--- config.mk ---
export PLATFORM = sky130hd
export DESIGN_NAME = ilk_issue_interlock
export DESIGN_NICKNAME = d
export VERILOG_FILES = /design/src/rtl/ilk_pkg.sv /design/src/rtl/ilk_scoreboard.sv /design/src/rtl/ilk_src_check.sv /design/src/rtl/ilk_issue_interlock.sv
export SDC_FILE = /design/constraint.sdc
export NUM_CORES = 1
export LEC_CHECK = 0
export ABC_AREA = 0
export BUFFER_PORTS_ARGS = -buffer_cell sky130_fd_sc_hd__buf_4
export CORE_MARGIN = 1.5
export CORE_UTILIZATION = 55
export DETAILED_ROUTE_END_ITERATION = 8
export HOLD_SLACK_MARGIN = 0.05
export PLACE_DENSITY = 0.78
export SLEW_MARGIN = 20
export SYNTH_ARGS = -nofsm -noshare
export SYNTH_HDL_FRONTEND = slang
export SYNTH_SLANG_ARGS = --single-unit
--- constraint.sdc ---
create_clock -name clk -period 13.9 [get_ports clk]
set_input_delay 2.78 -clock clk [delete_from_list [all_inputs] [get_ports clk]]
set_output_delay 2.78 -clock clk [all_outputs]
set_load 0.01 [all_outputs]
--- src/rtl/ilk_pkg.sv ---
package ilk_pkg;

    localparam int REG_W     = 5;
    localparam int IDX_W     = REG_W + 1;
    localparam int NUM_SLOTS = 2 ** IDX_W;

    // producer -> consumer gaps in stall cycles
    localparam int LAT_FALU_FALU  = 3;
    localparam int LAT_FALU_SDATA = 2;
    localparam int LAT_FALU_INT   = 3;
    localparam int LAT_LOAD_FALU  = 1;
    localparam int LAT_LOAD_INT   = 1;
    localparam int LAT_LOAD_SDATA = 0;
    localparam int LAT_INT_ANY    = 0;

    function automatic int imax(int a, int b);
        return (a > b) ? a : b;
    endfunction

    localparam int MAX_GAP = imax(imax(imax(LAT_FALU_FALU, LAT_FALU_SDATA), LAT_FALU_INT),
                                  imax(imax(LAT_LOAD_FALU, LAT_LOAD_INT),
                                       imax(LAT_LOAD_SDATA, LAT_INT_ANY)));
    localparam int CNT_W = (MAX_GAP < 1) ? 1 : $clog2(MAX_GAP + 1);

    typedef logic [CNT_W-1:0] gap_t;
    typedef logic [IDX_W-1:0] reg_idx_t;

    typedef enum logic [2:0] {
        CLS_INT    = 3'd0,
        CLS_LOAD   = 3'd1,
        CLS_STORE  = 3'd2,
        CLS_FALU   = 3'd3,
        CLS_BRANCH = 3'd4
    } op_class_e;

    typedef enum logic [1:0] {PK_INT, PK_LOAD, PK_FALU} prod_kind_e;
    typedef enum logic [1:0] {UK_INT, UK_FALU, UK_SDATA} use_kind_e;

    function automatic int gap_int(prod_kind_e p, use_kind_e u);
        case (p)
            PK_FALU: case (u)
                UK_FALU:  return LAT_FALU_FALU;
                UK_SDATA: return LAT_FALU_SDATA;
                default:  return LAT_FALU_INT;
            endcase
            PK_LOAD: case (u)
                UK_FALU:  return LAT_LOAD_FALU;
                UK_SDATA: return LAT_LOAD_SDATA;
                default:  return LAT_LOAD_INT;
            endcase
            default: return LAT_INT_ANY;
        endcase
    endfunction

    function automatic gap_t gap_of(prod_kind_e p, use_kind_e u);
        return gap_t'(gap_int(p, u));
    endfunction

    function automatic gap_t full_of(prod_kind_e p);
        return gap_t'(imax(imax(gap_int(p, UK_INT), gap_int(p, UK_FALU)), gap_int(p, UK_SDATA)));
    endfunction

    function automatic logic writes_dst(op_class_e c);
        return (c == CLS_INT) || (c == CLS_LOAD) || (c == CLS_FALU);
    endfunction

    function automatic prod_kind_e prod_of(op_class_e c);
        case (c)
            CLS_LOAD: return PK_LOAD;
            CLS_FALU: return PK_FALU;
            default:  return PK_INT;
        endcase
    endfunction

    function automatic logic uses_b(op_class_e c);
        return (c == CLS_INT) || (c == CLS_STORE) || (c == CLS_FALU) || (c == CLS_BRANCH);
    endfunction

    function automatic use_kind_e use_a(op_class_e c);
        return (c == CLS_FALU) ? UK_FALU : UK_INT;
    endfunction

    function automatic use_kind_e use_b(op_class_e c);
        case (c)
            CLS_FALU:  return UK_FALU;
            CLS_STORE: return UK_SDATA;
            default:   return UK_INT;
        endcase
    endfunction

endpackage

--- src/rtl/ilk_scoreboard.sv ---
module ilk_scoreboard
    import ilk_pkg::*;
#(
    parameter int NUM_RD = 2
) (
    input  logic       clk,
    input  logic       rst,
    input  logic       wr_en,
    input  reg_idx_t   wr_idx,
    input  prod_kind_e wr_kind,
    input  reg_idx_t   rd_idx  [NUM_RD],
    output gap_t       rd_cnt  [NUM_RD],
    output prod_kind_e rd_kind [NUM_RD]
);

    gap_t       cnt_q  [NUM_SLOTS];
    prod_kind_e kind_q [NUM_SLOTS];

    for (genvar s = 0; s < NUM_SLOTS; s++) begin : g_slot
        always_ff @(posedge clk) begin
            if (rst) begin
                cnt_q[s]  <= '0;
                kind_q[s] <= PK_INT;
            end else if (wr_en && (wr_idx == reg_idx_t'(s))) begin
                cnt_q[s]  <= full_of(wr_kind);
                kind_q[s] <= wr_kind;
            end else if (cnt_q[s] != '0) begin
                cnt_q[s]  <= cnt_q[s] - gap_t'(1);
            end
        end
    end

    for (genvar p = 0; p < NUM_RD; p++) begin : g_rd
        assign rd_cnt[p]  = cnt_q[rd_idx[p]];
        assign rd_kind[p] = kind_q[rd_idx[p]];
    end

    AST_SET_FULL: assert property (@(posedge clk) disable iff (rst)
        wr_en |=> cnt_q[$past(wr_idx)] == full_of($past(wr_kind)));

    AST_SLOT0_IDLE: assert property (@(posedge clk) disable iff (rst)
        cnt_q[0] == '0);

endmodule

--- src/rtl/ilk_src_check.sv ---
module ilk_src_check
    import ilk_pkg::*;
(
    input  logic       used,
    input  use_kind_e  use_kind,
    input  gap_t       cnt,
    input  prod_kind_e prod_kind,
    output logic       ready
);

    gap_t slack;

    always_comb begin
        slack = full_of(prod_kind) - gap_of(prod_kind, use_kind);
        ready = !used || (cnt <= slack);
    end

endmodule

--- src/rtl/ilk_issue_interlock.sv ---
module ilk_issue_interlock
    import ilk_pkg::*;
(
    input  logic             clk,
    input  logic             rst,
    input  logic             req_valid,
    input  logic [2:0]       req_class,
    input  logic [IDX_W-1:0] req_dst,
    input  logic [IDX_W-1:0] req_src_a,
    input  logic [IDX_W-1:0] req_src_b,
    output logic             issue_stall,
    output logic             issue_grant
);

    localparam int NUM_SRC = 2;

    op_class_e         cls;
    reg_idx_t          src_idx  [NUM_SRC];
    gap_t              src_cnt  [NUM_SRC];
    prod_kind_e        src_kind [NUM_SRC];
    use_kind_e         src_use  [NUM_SRC];
    logic [NUM_SRC-1:0] src_used;
    logic [NUM_SRC-1:0] src_ready;
    logic              all_ready;
    logic              wr_en;

    always_comb begin
        cls         = op_class_e'(req_class);
        src_idx[0]  = req_src_a;
        src_idx[1]  = req_src_b;
        src_use[0]  = use_a(cls);
        src_use[1]  = use_b(cls);
        src_used[0] = 1'b1;
        src_used[1] = uses_b(cls);
    end

    ilk_scoreboard #(.NUM_RD(NUM_SRC)) u_board (
        .clk     (clk),
        .rst     (rst),
        .wr_en   (wr_en),
        .wr_idx  (req_dst),
        .wr_kind (prod_of(cls)),
        .rd_idx  (src_idx),
        .rd_cnt  (src_cnt),
        .rd_kind (src_kind)
    );

    for (genvar p = 0; p < NUM_SRC; p++) begin : g_src
        ilk_src_check u_chk (
            .used      (src_used[p]),
            .use_kind  (src_use[p]),
            .cnt       (src_cnt[p]),
            .prod_kind (src_kind[p]),
            .ready     (src_ready[p])
        );
    end

    always_comb begin
        all_ready   = &src_ready;
        issue_stall = req_valid && !all_ready;
        issue_grant = req_valid && all_ready;
        wr_en       = issue_grant && writes_dst(cls) && (req_dst != '0);
    end

    AST_FALU_CHAIN: assert property (@(posedge clk) disable iff (rst)
        (issue_grant && cls == CLS_FALU && req_dst != '0) |=>
        (!(req_valid && op_class_e'(req_class) == CLS_FALU && req_src_a == $past(req_dst))
         || issue_stall));

    AST_FALU_STORE_DATA: assert property (@(posedge clk) disable iff (rst)
        (issue_grant && cls == CLS_FALU && req_dst != '0) |=>
        (!(req_valid && op_class_e'(req_class) == CLS_STORE && req_src_b == $past(req_dst))
         || issue_stall));

    AST_LOAD_BASE: assert property (@(posedge clk) disable iff (rst)
        (issue_grant && cls == CLS_LOAD && req_dst != '0 && !req_dst[IDX_W-1]) |=>
        (!(req_valid && op_class_e'(req_class) == CLS_STORE && req_src_a == $past(req_dst))
         || issue_stall));

    AST_IDLE_QUIET: assert property (@(posedge clk) disable iff (rst)
        !req_valid |-> (!issue_grant && !issue_stall));

endmodule

==> flow_metrics.py <==
metrics = {
    "logic_synthesis": {
        "synth_area_um2": 18400,
        "ys_seq_elements": 256,
        "syn_inst": 1518,
        "avgSynthCellArea_um2": 12.1,
        "yosysSeqAreaShare_pct": 41.7,
        "ys_warn_count": 0,
        "synth.distinct_cells": 42,
    },
    "timing": {
        "min_period_ns": 10.80,
        "finalSetupTns_ns": 0,
        "setup_ws_ns": 3.10,
        "rsz0062_at_grt": "false",
        "skew_ns": 0.0202,
        "worst_slew_pin_slew_ns": 1.14,
        "slew_violations": 0,
        "finalSetupViolCount": 0,
        "period_share_pct": 77.7,
        "fmax_mhz": 92.6,
        "worst_slew_margin_rel_pct": 24.0,
        "hold_violations": 0,
    },
    "floorplanning": {
        "placementRows": 66,
        "die_w_um": 186,
        "start_util_pct": 56.2,
        "die_area_um2": 34600,
        "die_h_um": 186,
        "ios": 26,
        "coreArea_um2": 32800,
    },
    "final_layout": {
        "fill_cells": 2539,
        "most-common-layout-cells": "256 x edfxtp_1, 199 x nor3_1, 163 x mux4_2",
        "syn_to_final_growth_pct": 6.62,
        "layout-drive-gt1-share_pct": 29.3,
        "num-nets-final": 1545,
        "instances_no_fill": 1914,
        "multiInputGateArea_um2": 9660,
        "final_area_um2": 19600,
        "layout_commonest_cell": "edfxtp_1",
        "seqCellArea_um2": 7690,
    },
    "cts": {
        "ctsHoldBuffers": 0,
        "cts_setup_buffers": 0,
        "cts_tree": "yes",
        "htreeDepth": 1,
        "clk_pin_slew_ns": 0.06,
        "postCtsResizedCells": 0,
        "clock-sinks": 256,
        "clock_latency_ns": 0.57,
        "clockBufferDepth": 3,
        "cts_made_buffers": 29,
        "cts-root-buf": "clkbuf_16",
    },
    "placed_design": {
        "place_congestion": 0.915,
        "numPortBuffers": 25,
        "place_hpwl_um": 36800,
        "post-place-ws_ns": 3.11,
        "dp_cells": 1860,
        "placed_area_um2": 18700,
    },
    "drt": {
        "ant_nets": 0,
        "vias": 13634,
        "wl_per_cell_um": 28.2,
        "route.final.wire_length_um": 53900,
        "vias_per_cell": 7.12,
        "drc": 0,
        "firstDrtPassIters": 8,
        "dr.first_iter.drc_count": 1961,
    },
    "global_route": {
        "grt_pass1_wl_um": 82100,
        "overflow": 0,
        "track_usage_pct": 32.3,
        "grt_pass1_vias": 13581,
        "grt_start_max_net_pins": 83,
        "antenna_found_initial": 2,
    },
    "outcome": {
        "outcome": "finished, final reports clean",
    },
    "setup_path": {
        "crit_type": "in2out",
        "reg2reg_depth": 12,
        "worst-endpoint-required_ns": 11.12,
        "critPathLaunchType": "input port",
        "crit_fanout": 65,
        "crit_arrival_ns": 8.02,
        "end_kind": "output pin",
    },
    "power_and_ir_drop": {
        "power_density_nw_per_um2": 165,
        "leakagePower_uw": 0.00672,
        "ir_drop_v": 0.000123,
    },
    "run": {
        "drv_cap": 0,
    },
    "min_path": {
        "whs_path_depth": 1,
        "hp-class": "reg2reg",
    },
}
==> cell usage after synthesis, drive strengths merged <==
library cell,count,area [µm²]
clkbuf,85,319
inv,141,529
conb,1,3.75
nand2,87,327
or2,2,12.5
o22a,1,8.76
mux4,163,3670
nand4,3,18.8
nor2,81,304
mux2,126,1520
ha,72,901
a311o,1,10.0
nor2b,5,31.3
o21ai,43,215
a221o,1,10.0
o221a,1,11.3
nand3,48,240
nor3,199,996
o221ai,1,8.76
o311ai,2,17.5
a211o,2,17.5
or3,8,50.1
o211ai,42,315
or3b,3,26.3
or4,23,221
nand2b,8,50.1
a31oi,2,12.5
edfxtp,256,7690
nor3b,1,7.51
nand3b,4,30.0
buf,55,275
nor4,45,532
mux2i,1,10.0
a21oi,2,10.0
o22ai,3,18.8
==> metrics by stage <==
step	total power [µW]	utilization [%]	hold WS, ns
floorplan	2160	-	0.566
global placement	2380	57.1	0.595
detailed placement	2460	57.1	0.614
CTS	3210	59.9	0.628
global route	3390	59.9	0.664
finish	3240	59.9	0.628
==> report_power, final <==
part	switching [µW]	internal, µW	leakage [µW]	total [µW]
combinational	653	542	0.00356	1190
sequential	185	1100	0.00272	1290
clock	315	438	0.000438	753
==> critical path: stages <==
cell and delay, ns:
buf_4 0.50, buf_4 0.65, mux4_2 0.59, mux4_2 0.48, mux4_2 0.46, inv_1 0.07
ha_1 0.15, nand2_1 0.08, ha_1 0.37, o311ai_0 0.17, a311o_1 0.39, or2_2 0.36
nand2_2 0.08, buf_4 0.55, nor2_1 0.08, buf_4 0.17
==> sequential cells by signal, indices dropped and copies added (netlist names) <==
signal	cells
u_board.kind_q	128
u_board.cnt_q	128
==> logic make-up after synthesis <==
family / share of synthesized area, %
mux: 28.2
flops: 41.7
compound gates: 3.56
fa+ha+maj: 4.89
simple gates: 15.5
buf+inv: 6.10
other cells: 0.0204
==> area by class of cell <==
| cell class | count | share of cell area, % |
|---|---|---|
| Antenna cell | 1 | 0.0127 |
| Clock buffer | 40 | 3.91 |
| Clock inverter | 13 | 0.695 |
| Inverter | 141 | 2.71 |
| Multi-Input combinational cell | 982 | 49.2 |
| Sequential cell | 256 | 39.2 |
| Tap cell | 442 | 2.82 |
| Timing Repair Buffer | 39 | 1.49 |
==> per-layer routing <==
layer  vias up  wire (µm)  GRT usage (%)
met5         -         13              0
met1      6718      19000           42.0
li1       5741          -              -
met2       967      25000           50.7
met4         2       3590           18.4
met3       206       6360           6.44
==> final timing paths <==
check,start,end,slack [ns]
worst max-delay path,req_src_a[0],issue_grant,3.10
worst min-delay path,u_board.cnt_q[0][0],u_board.cnt_q[0][0],0.63
worst max register to register,u_board.kind_q[47][1],u_board.kind_q[24][0],8.18
worst min register to register,u_board.cnt_q[0][0],u_board.cnt_q[0][0],0.63
Power figures use the tool's default switching activity.
